$ cat config.mk
export PLATFORM = sky130hd
export DESIGN_NAME = init_reset_ctrl
export DESIGN_NICKNAME = d
export VERILOG_FILES = /design/src/rtl/init_reset_pkg.sv /design/src/rtl/init_reset_sync.sv /design/src/rtl/init_reset_ctl.sv /design/src/rtl/init_reset_dp.sv /design/src/rtl/init_reset_ctrl.sv
export SDC_FILE = /design/constraint.sdc
export NUM_CORES = 1
export LEC_CHECK = 0
export BUFFER_PORTS_ARGS = -buffer_cell sky130_fd_sc_hd__clkbuf_2
export CAP_MARGIN = 20
export CORE_AREA = 2 2 66 68
export CTS_CLUSTER_SIZE = 14
export DETAILED_ROUTE_END_ITERATION = 6
export DIE_AREA = 0 0 68 70
export GPL_ROUTABILITY_DRIVEN = 0
export PLACE_DENSITY = 0.63
export SYNTH_ARGS = -nofsm -noshare
export SYNTH_HDL_FRONTEND = slang
export SYNTH_HIERARCHICAL = 1
export SYNTH_SLANG_ARGS = --single-unit
$ cat constraint.sdc
create_clock -name clk -period 3 [get_ports clk]
set_clock_uncertainty 0.15 [all_clocks]
set_input_delay 0.45 -clock clk [delete_from_list [all_inputs] [get_ports clk]]
set_output_delay 0.45 -clock clk [all_outputs]
set_load 0.02 [all_outputs]
$ cat src/rtl/init_reset_pkg.sv
package init_reset_pkg;

  localparam int KEY_W = 4;

  typedef enum logic [1:0] {
    KEY_OFF  = 2'd0,
    KEY_PAIR = 2'd1,
    KEY_TRIO = 2'd2,
    KEY_ALL  = 2'd3
  } keyOpt_e;

  // strobes from control to datapath
  typedef struct packed {
    logic holdClr;   // chord broken: restart the hold count
    logic holdInc;   // chord present: advance the hold count
    logic relReq;    // a synchronous reset cause is active
  } rstStrobe_t;

  function automatic logic [KEY_W-1:0] chordMask(keyOpt_e opt);
    case (opt)
      KEY_PAIR: return 4'b0011;
      KEY_TRIO: return 4'b0111;
      KEY_ALL:  return 4'b1111;
      default:  return 4'b0000;
    endcase
  endfunction

endpackage

$ cat src/rtl/init_reset_sync.sv
module init_reset_sync #(
  parameter int WIDTH  = 1,
  parameter int STAGES = 2
) (
  input  logic             clk,
  input  logic             clr,
  input  logic [WIDTH-1:0] din,
  output logic [WIDTH-1:0] dout
);

  logic [WIDTH-1:0] stageQ [STAGES];

  always_ff @(posedge clk or posedge clr) begin
    if (clr) begin
      for (int i = 0; i < STAGES; i++) stageQ[i] <= '0;
    end else begin
      stageQ[0] <= din;
      for (int i = 1; i < STAGES; i++) stageQ[i] <= stageQ[i-1];
    end
  end

  assign dout = stageQ[STAGES-1];

endmodule

$ cat src/rtl/init_reset_ctl.sv
module init_reset_ctl
  import init_reset_pkg::*;
#(
  parameter int SYNC_STAGES = 2
) (
  input  logic             clk,
  input  logic             por,
  input  logic             resetPin,
  input  logic [KEY_W-1:0] keyPort,
  input  logic [1:0]       keyOpt,
  input  logic             keyHit,
  output rstStrobe_t       strobe
);

  logic             pinSync;
  logic [KEY_W-1:0] keySync;
  logic [KEY_W-1:0] selMask;
  logic [KEY_W-1:0] bitOk;
  logic             chordOn;

  init_reset_sync #(.WIDTH(1), .STAGES(SYNC_STAGES)) pinSyncInst (
    .clk(clk), .clr(por), .din(resetPin), .dout(pinSync)
  );

  init_reset_sync #(.WIDTH(KEY_W), .STAGES(SYNC_STAGES)) keySyncInst (
    .clk(clk), .clr(por), .din(keyPort), .dout(keySync)
  );

  assign selMask = chordMask(keyOpt_e'(keyOpt));

  // a bit is satisfied when it is not selected or when it is high
  for (genvar b = 0; b < KEY_W; b++) begin : gBitOk
    assign bitOk[b] = ~selMask[b] | keySync[b];
  end

  assign chordOn = (|selMask) & (&bitOk);

  always_comb begin
    strobe.holdClr = ~chordOn;
    strobe.holdInc = chordOn;
    strobe.relReq  = pinSync | keyHit;
  end

endmodule

$ cat src/rtl/init_reset_dp.sv
module init_reset_dp
  import init_reset_pkg::*;
#(
  parameter int HOLD_CYCLES = 2_000_000,
  parameter int REL_STAGES  = 2,
  parameter int STEP_W      = 8,
  parameter int PAGE_W      = 4,
  parameter int STEP_INIT   = 0,
  parameter int PAGE_INIT   = 1
) (
  input  logic              clk,
  input  logic              por,
  input  rstStrobe_t        strobe,
  output logic              keyHit,
  output logic              cpuReset,
  output logic [STEP_W-1:0] pcStep,
  output logic [PAGE_W-1:0] pcPage
);

  localparam int CNT_W = $clog2(HOLD_CYCLES + 1);
  localparam logic [CNT_W-1:0] CNT_TOP = CNT_W'(HOLD_CYCLES);

  logic [CNT_W-1:0]      holdCnt;
  logic [REL_STAGES-1:0] relPipe;

  // continuous-hold counter, saturating at the threshold
  always_ff @(posedge clk or posedge por) begin
    if (por) begin
      holdCnt <= '0;
    end else if (strobe.holdClr) begin
      holdCnt <= '0;
    end else if (strobe.holdInc && holdCnt != CNT_TOP) begin
      holdCnt <= holdCnt + 1'b1;
    end
  end

  assign keyHit = (holdCnt == CNT_TOP);

  // asynchronous assertion, clock-retimed release
  always_ff @(posedge clk or posedge por) begin
    if (por) begin
      relPipe <= '1;
    end else begin
      relPipe <= {relPipe[REL_STAGES-2:0], strobe.relReq};
    end
  end

  assign cpuReset = relPipe[REL_STAGES-1];
  assign pcStep   = cpuReset ? STEP_W'(STEP_INIT) : '0;
  assign pcPage   = cpuReset ? PAGE_W'(PAGE_INIT) : '0;

endmodule

$ cat src/rtl/init_reset_ctrl.sv
module init_reset_ctrl
  import init_reset_pkg::*;
#(
  parameter int HOLD_CYCLES = 2_000_000,
  parameter int SYNC_STAGES = 2,
  parameter int REL_STAGES  = 2,
  parameter int STEP_W      = 8,
  parameter int PAGE_W      = 4,
  parameter int STEP_INIT   = 0,
  parameter int PAGE_INIT   = 1
) (
  input  logic              clk,
  input  logic              oscReady,
  input  logic              resetPin,
  input  logic [KEY_W-1:0]  keyPort,
  input  logic [1:0]        keyOpt,
  output logic              cpuReset,
  output logic [STEP_W-1:0] pcStep,
  output logic [PAGE_W-1:0] pcPage
);

  logic       por;
  logic       keyHit;
  rstStrobe_t strobe;

  assign por = ~oscReady;

  init_reset_ctl #(.SYNC_STAGES(SYNC_STAGES)) ctlInst (
    .clk(clk), .por(por), .resetPin(resetPin), .keyPort(keyPort),
    .keyOpt(keyOpt), .keyHit(keyHit), .strobe(strobe)
  );

  init_reset_dp #(
    .HOLD_CYCLES(HOLD_CYCLES), .REL_STAGES(REL_STAGES),
    .STEP_W(STEP_W), .PAGE_W(PAGE_W),
    .STEP_INIT(STEP_INIT), .PAGE_INIT(PAGE_INIT)
  ) dpInst (
    .clk(clk), .por(por), .strobe(strobe), .keyHit(keyHit),
    .cpuReset(cpuReset), .pcStep(pcStep), .pcPage(pcPage)
  );

endmodule

# Word level (Yosys, flattened, before mapping)
# Cells that the tools add are included.
[classes]
addsub = 1
eq_ne = 6
muxes = 4
n_bitwise = 10
n_reduce_logical = 3
[op_table]
columns = ["operator", "n"]
rows = [
  ["$mux 21", 2],
  ["$add 21x1->21 const B", 1],
  ["$eq 21x21->1 const B", 1],
  ["$ne 21x21->1 const B", 1],
  ["$pmux 4 s3", 1],
  ["$or 1x1->1", 5],
  ["$eq 2x2->1 const B", 2],
  ["$not 1->1", 4],
  ["$reduce_and 4->1", 1],
  ["$reduce_or 4->1", 1],
  ["$eq 2x1->1 const B", 1],
  ["$ne 2x1->1 const B", 1],
  ["$and 1x1->1", 1],
  ["$logic_and 1x1->1", 1],
  ["$mux 1", 1],
]
[word_totals]
regBits = 33
in_bits = 9
out_inout_bits = 13
wordCells = 30

# Logic depth before layout (Yosys ltp)
[depth]
word_depth = 9
depth_mapped = 11
depth_no_buf = 7

# Cells and area by module
# Netlist, hierarchy kept.
[modules_own_cells]
columns = ["module", "n_inst", "cells_per_inst", "area_each_um2", "seq_area_each_um2"]
rows = [
  ["init_reset_dp", 1, 152, 1415.1, 578.1],
  ["init_reset_sync (ctlInst.keySyncInst)", 1, 13, 234.0, 200.2],
  ["init_reset_ctl", 1, 8, 58.8, 0.0],
  ["init_reset_sync (ctlInst.pinSyncInst)", 1, 3, 53.8, 50.0],
  ["init_reset_ctrl", 1, 1, 3.8, 0.0],
]

# Worst setup path after synthesis
# Ideal clock, no wire load.
[synth_path]
kind = "input to register"
from = "in keyOpt[0]"
to = "reg dpInst.holdCnt[20]"
setup_ps = 128
arrival_ps = 2076
t_required_ps = 2722
slack_ps = 646
stages = 10
n_path_buf = 3
cell_sequence = "nor2b_4 o22ai_2 and3_1 buf_4 buf_2 nand3_1 or2_1 buf_6 nor4b_2 mux2_1"
[synth_between]
elab_chain_cells = 8
elab_cells_between_ends = 18
classes_between = "4 x eq/ne; 2 x mux; 9 x bitwise; 3 x reduce/logical"
[synth_rtl]
columns = ["element", "line_no", "rtl"]
rows = [
  ["from (decl)", "init_reset_ctrl.sv:16", "input logic [1:0] keyOpt,"],
  ["$eq 2x2->1 / $eq 2x1->1 (equally long branches)", "init_reset_pkg.sv:20", "case (opt)"],
  ["$pmux 4 s3 *", "init_reset_pkg.sv:20", ""],
  ["$not 1->1", "init_reset_ctl.sv:33", "assign bitOk[b] = ~selMask[b] | keySync[b];"],
  ["$or 1x1->1", "init_reset_ctl.sv:33", ""],
  ["$reduce_and 4->1", "init_reset_ctl.sv:36", "assign chordOn = (|selMask) & (&bitOk);"],
  ["$and 1x1->1 *", "init_reset_ctl.sv:36", ""],
  ["net ctlInst.chordOn", "init_reset_ctl.sv:19", "logic chordOn;"],
  ["$logic_and 1x1->1", "init_reset_dp.sv:32", "end else if (strobe.holdInc && holdCnt != CNT_TOP) begin"],
  ["$ne 2x1->1 (no line)", "n/a", ""],
  ["to (signal assigned)", "init_reset_dp.sv:33", "holdCnt <= holdCnt + 1'b1;"],
  ["to (decl)", "init_reset_dp.sv:23", "logic [CNT_W-1:0] holdCnt;"],
]
# Mark *: on every way through the listed nets, which the timed path passes. The rest lies on a longest branch.
# A chain may end at the register's enable or synchronous reset.

==> metrics <==
routed length per instance=13.25 um; CTS root buf=clkbuf_8; Mapped Area=1765 sq um; Via Count=roughly 1200; Placed Cells=227; Power Density=461.0 nW/um^2; router iterations before antenna repair=4; largest family of logic cells by synthesized area=simple AND/OR/NAND/NOR gates; CTS tree=yes; post-synthesis mux area share=2.481%; Warnings, synthesis=6; first-pass GRT wire length=5.575 mm; total negative slack=0 ns; share of synthesized registers carrying an async set or reset=100.0%; hold crit path type=in -> reg; Lkg Pwr=about 0.00078 uW; Port Buffers=10; Final setup viols=0; hold path start=resetPin; Max Cap Viol=0; max_slew headroom=around two fifths; Worst setup EP type=register; WP data arrival=2.31 ns; Final ANT Viol Nets=0; post_cts resized=0; clock buffer depth=2; die width=68 um; flops & latches, synth=33; antenna violations before repair=0; Max VDD drop=317.1 uV; Core Footprint=4144 sq um; starting DRC count in detailed routing=between 100 and 150; die footprint=4760 sq um; distinct cell type count of the synthesized netlist=47; non-filler cells, final=236; Vias per Instance=5.280; post-synth top area share=43.94%; FP Rows=24; GRT Resource Usage Total=between 15 and 20%; Main synth FF type=dfrtp_1; worst slew pin tran=slightly below 0.9 ns; final slew viol count=0; crit-path max FO=10; Layout Nets=roughly 190; Min Hold Slack=around 0.12 ns; initial core utilization=a little over two fifths; Synth Area in Adders=about 1.4%; total gr overflow=0; maximum clock rate=434.4 MHz; die height=roughly 70 um; Yosys top cell by area=dfrtp_1; Post-Syn Area per Cell=9.974 sq um; vias in the first global route=1256; drt drc=0; RSZ-0062 raised after global routing=no; XOR/XNOR Fraction of Synth Area=3.969%; minimum clock period=2.302 ns; Startpoint Class=register; Layout area overhead=5.953%; Syn Inst Count=177; main area contributors after synthesis=dfrtp_1 (44%), buf_4 (7.2%), dfstp_2 (3.0%); Fin. Hold Viols=0; Critical Path Source=ctlInst/keySyncInst/dout[3]; Clk Latency, worst-skew pair=around 0.28 ns; Worst-path clk slew=about 0.06 ns; R2R Path Start=ctlInst/keySyncInst/dout[3]; Post-Route WL=3.128 mm; simple-gate share of the synthesized area=between 20 and 30%; complex-gate fraction of the synthesized area=7.512%; HPWL after DPL=between 2 and 2.5 mm; Worst Path Required=between 3 and 4 ns; EDFF count, synth=0; largest net degree at the start of global routing=29; Clock Sinks=33; H-tree depth reported by CTS=2; number of diodes=0; Seq/Total Area, Yosys=46.92%; class of the most critical setup path=reg -> reg; status=finished, final reports clean; layout cells sized above 1=19.57%; ratio of final minimum period to clock period=76.74%; I/O Pins=22; CTS buffer count=5
-- state kept, by name, summed over array words and instances, names as in the netlist --
register,flops
ctlInst/pinSyncInst/dout,1
ctlInst/pinSyncInst/stageQ,1
ctlInst/keySyncInst/dout,4
dpInst/holdCnt,21
ctlInst/keySyncInst/stageQ,4
dpInst/relPipe,2
-- cells in the final DEF, fill, tap and decap left out, drive strengths merged, types with 6 or more instances in the layout --
cell type,count
nand2,10
nor2,13
a21oi,9
conb,11
nand4,6
or4,6
nand3,7
dfrtp,31
inv,12
clkbuf,17
-- critical path, stage by stage (launching register included) --
cell,delay (ns)
dfrtp_1,0.37
nor2b_4,0.05
o22ai_2,0.11
and3_1,0.36
nand3_1,0.16
or2_1,0.33
nor4b_2,0.28
mux2_1,0.35
-- area by class of cell --
class                      instances  area, sq um
fill                             416         2273
sequential                        33        828.3
multi-input combinational        119        763.2
clock buffer                       7        96.34
timing repair buffer              12        67.56
tap                               52        65.06
inverter                          12        45.04
clock inverter                     1        5.005
-- logic make-up (layout without fill, tap and decap cells) --
group | Yosys count | count (layout)
multiplexers | 4 | 4
AND/OR/NAND/NOR | 74 | 74
buffers and inverters | 35 | 32
flip-flops | 33 | 33
other | 1 | 11
AO/OA/AOI/OAI | 20 | 20
XOR/XNOR | 8 | 8
adder cells (fa/ha/maj) | 2 | 2
-- routing by layer --
metal  GRT usage, %  vias to the layer above  share of wire (%)
li1               -                      595                  -
met1          20.70                      607                 44
met3          4.509                        9                3.9
met5              0                        -                  0
met4          7.111                        0                2.4
met2          23.30                       35                 49
-- report_power, final --
group / switching, uW / internal (uW)
combinational: 32.7 / 10.9
clock: 154 / 207
sequential: 3.37 / 455
total: 190 / 673
-- path summary, 6_finish.rpt --
path                                                      end  slack, ns  depth (start not counted)
min in group asynchronous            ctlInst/pinSyncInst/dout       0.43                          4
worst min register to register    ctlInst/keySyncInst/dout[3]       0.20                          0
max in group asynchronous                  dpInst/holdCnt[20]       1.38                          4
worst max-delay path                       dpInst/holdCnt[20]       0.70                          7
worst max register to register             dpInst/holdCnt[20]       0.70                          7
worst min-delay path            ctlInst/pinSyncInst/stageQ[1]       0.12                          1
-- repair_timing --
item | 4_1_cts | 5_1_grt
hold endpoints to repair | 10 | 0
setup endpoints to repair | 0 | 0
buffers inserted | 0 | 0
hold buffers | 1 | 0
-- cell usage after synthesis, types with 2 or more instances --
cell type and instances:
a21oi_1 9, and3_1 3, buf_4 17, buf_6 2
clkbuf_1 2, dfrtp_1 31, dfstp_2 2, ha_1 2
inv_1 12, mux2_2 2, nand2_1 10, nand3_1 6
nand4_1 6, nor2_1 13, nor2b_1 3, nor3_1 5
nor4_1 3, nor4_2 2, o21ai_0 2, o31ai_1 5
or2_1 2, or2_2 2, or4_1 6, xnor2_1 5
xor2_1 3
-- through the flow --
| step | setup slack [ns] | util [%] | total power, uW | cell area, sq um |
|---|---|---|---|---|
| 2_1_floorplan | 0.6462 | - | 513.7 | 1803 |
| 3_3_place_gp | 0.5526 | 42.45 | 507.8 | 1759 |
| 3_5_place_dp | 0.4552 | 42.45 | 509.6 | 1759 |
| 5_1_grt | 0.5912 | 45.14 | 902.2 | 1871 |
| 6_report | 0.6979 | 45.14 | 862.3 | 1871 |
| 4_1_cts | 0.6952 | 45.14 | 871.6 | 1871 |
Power figures use the tool's default switching activity.
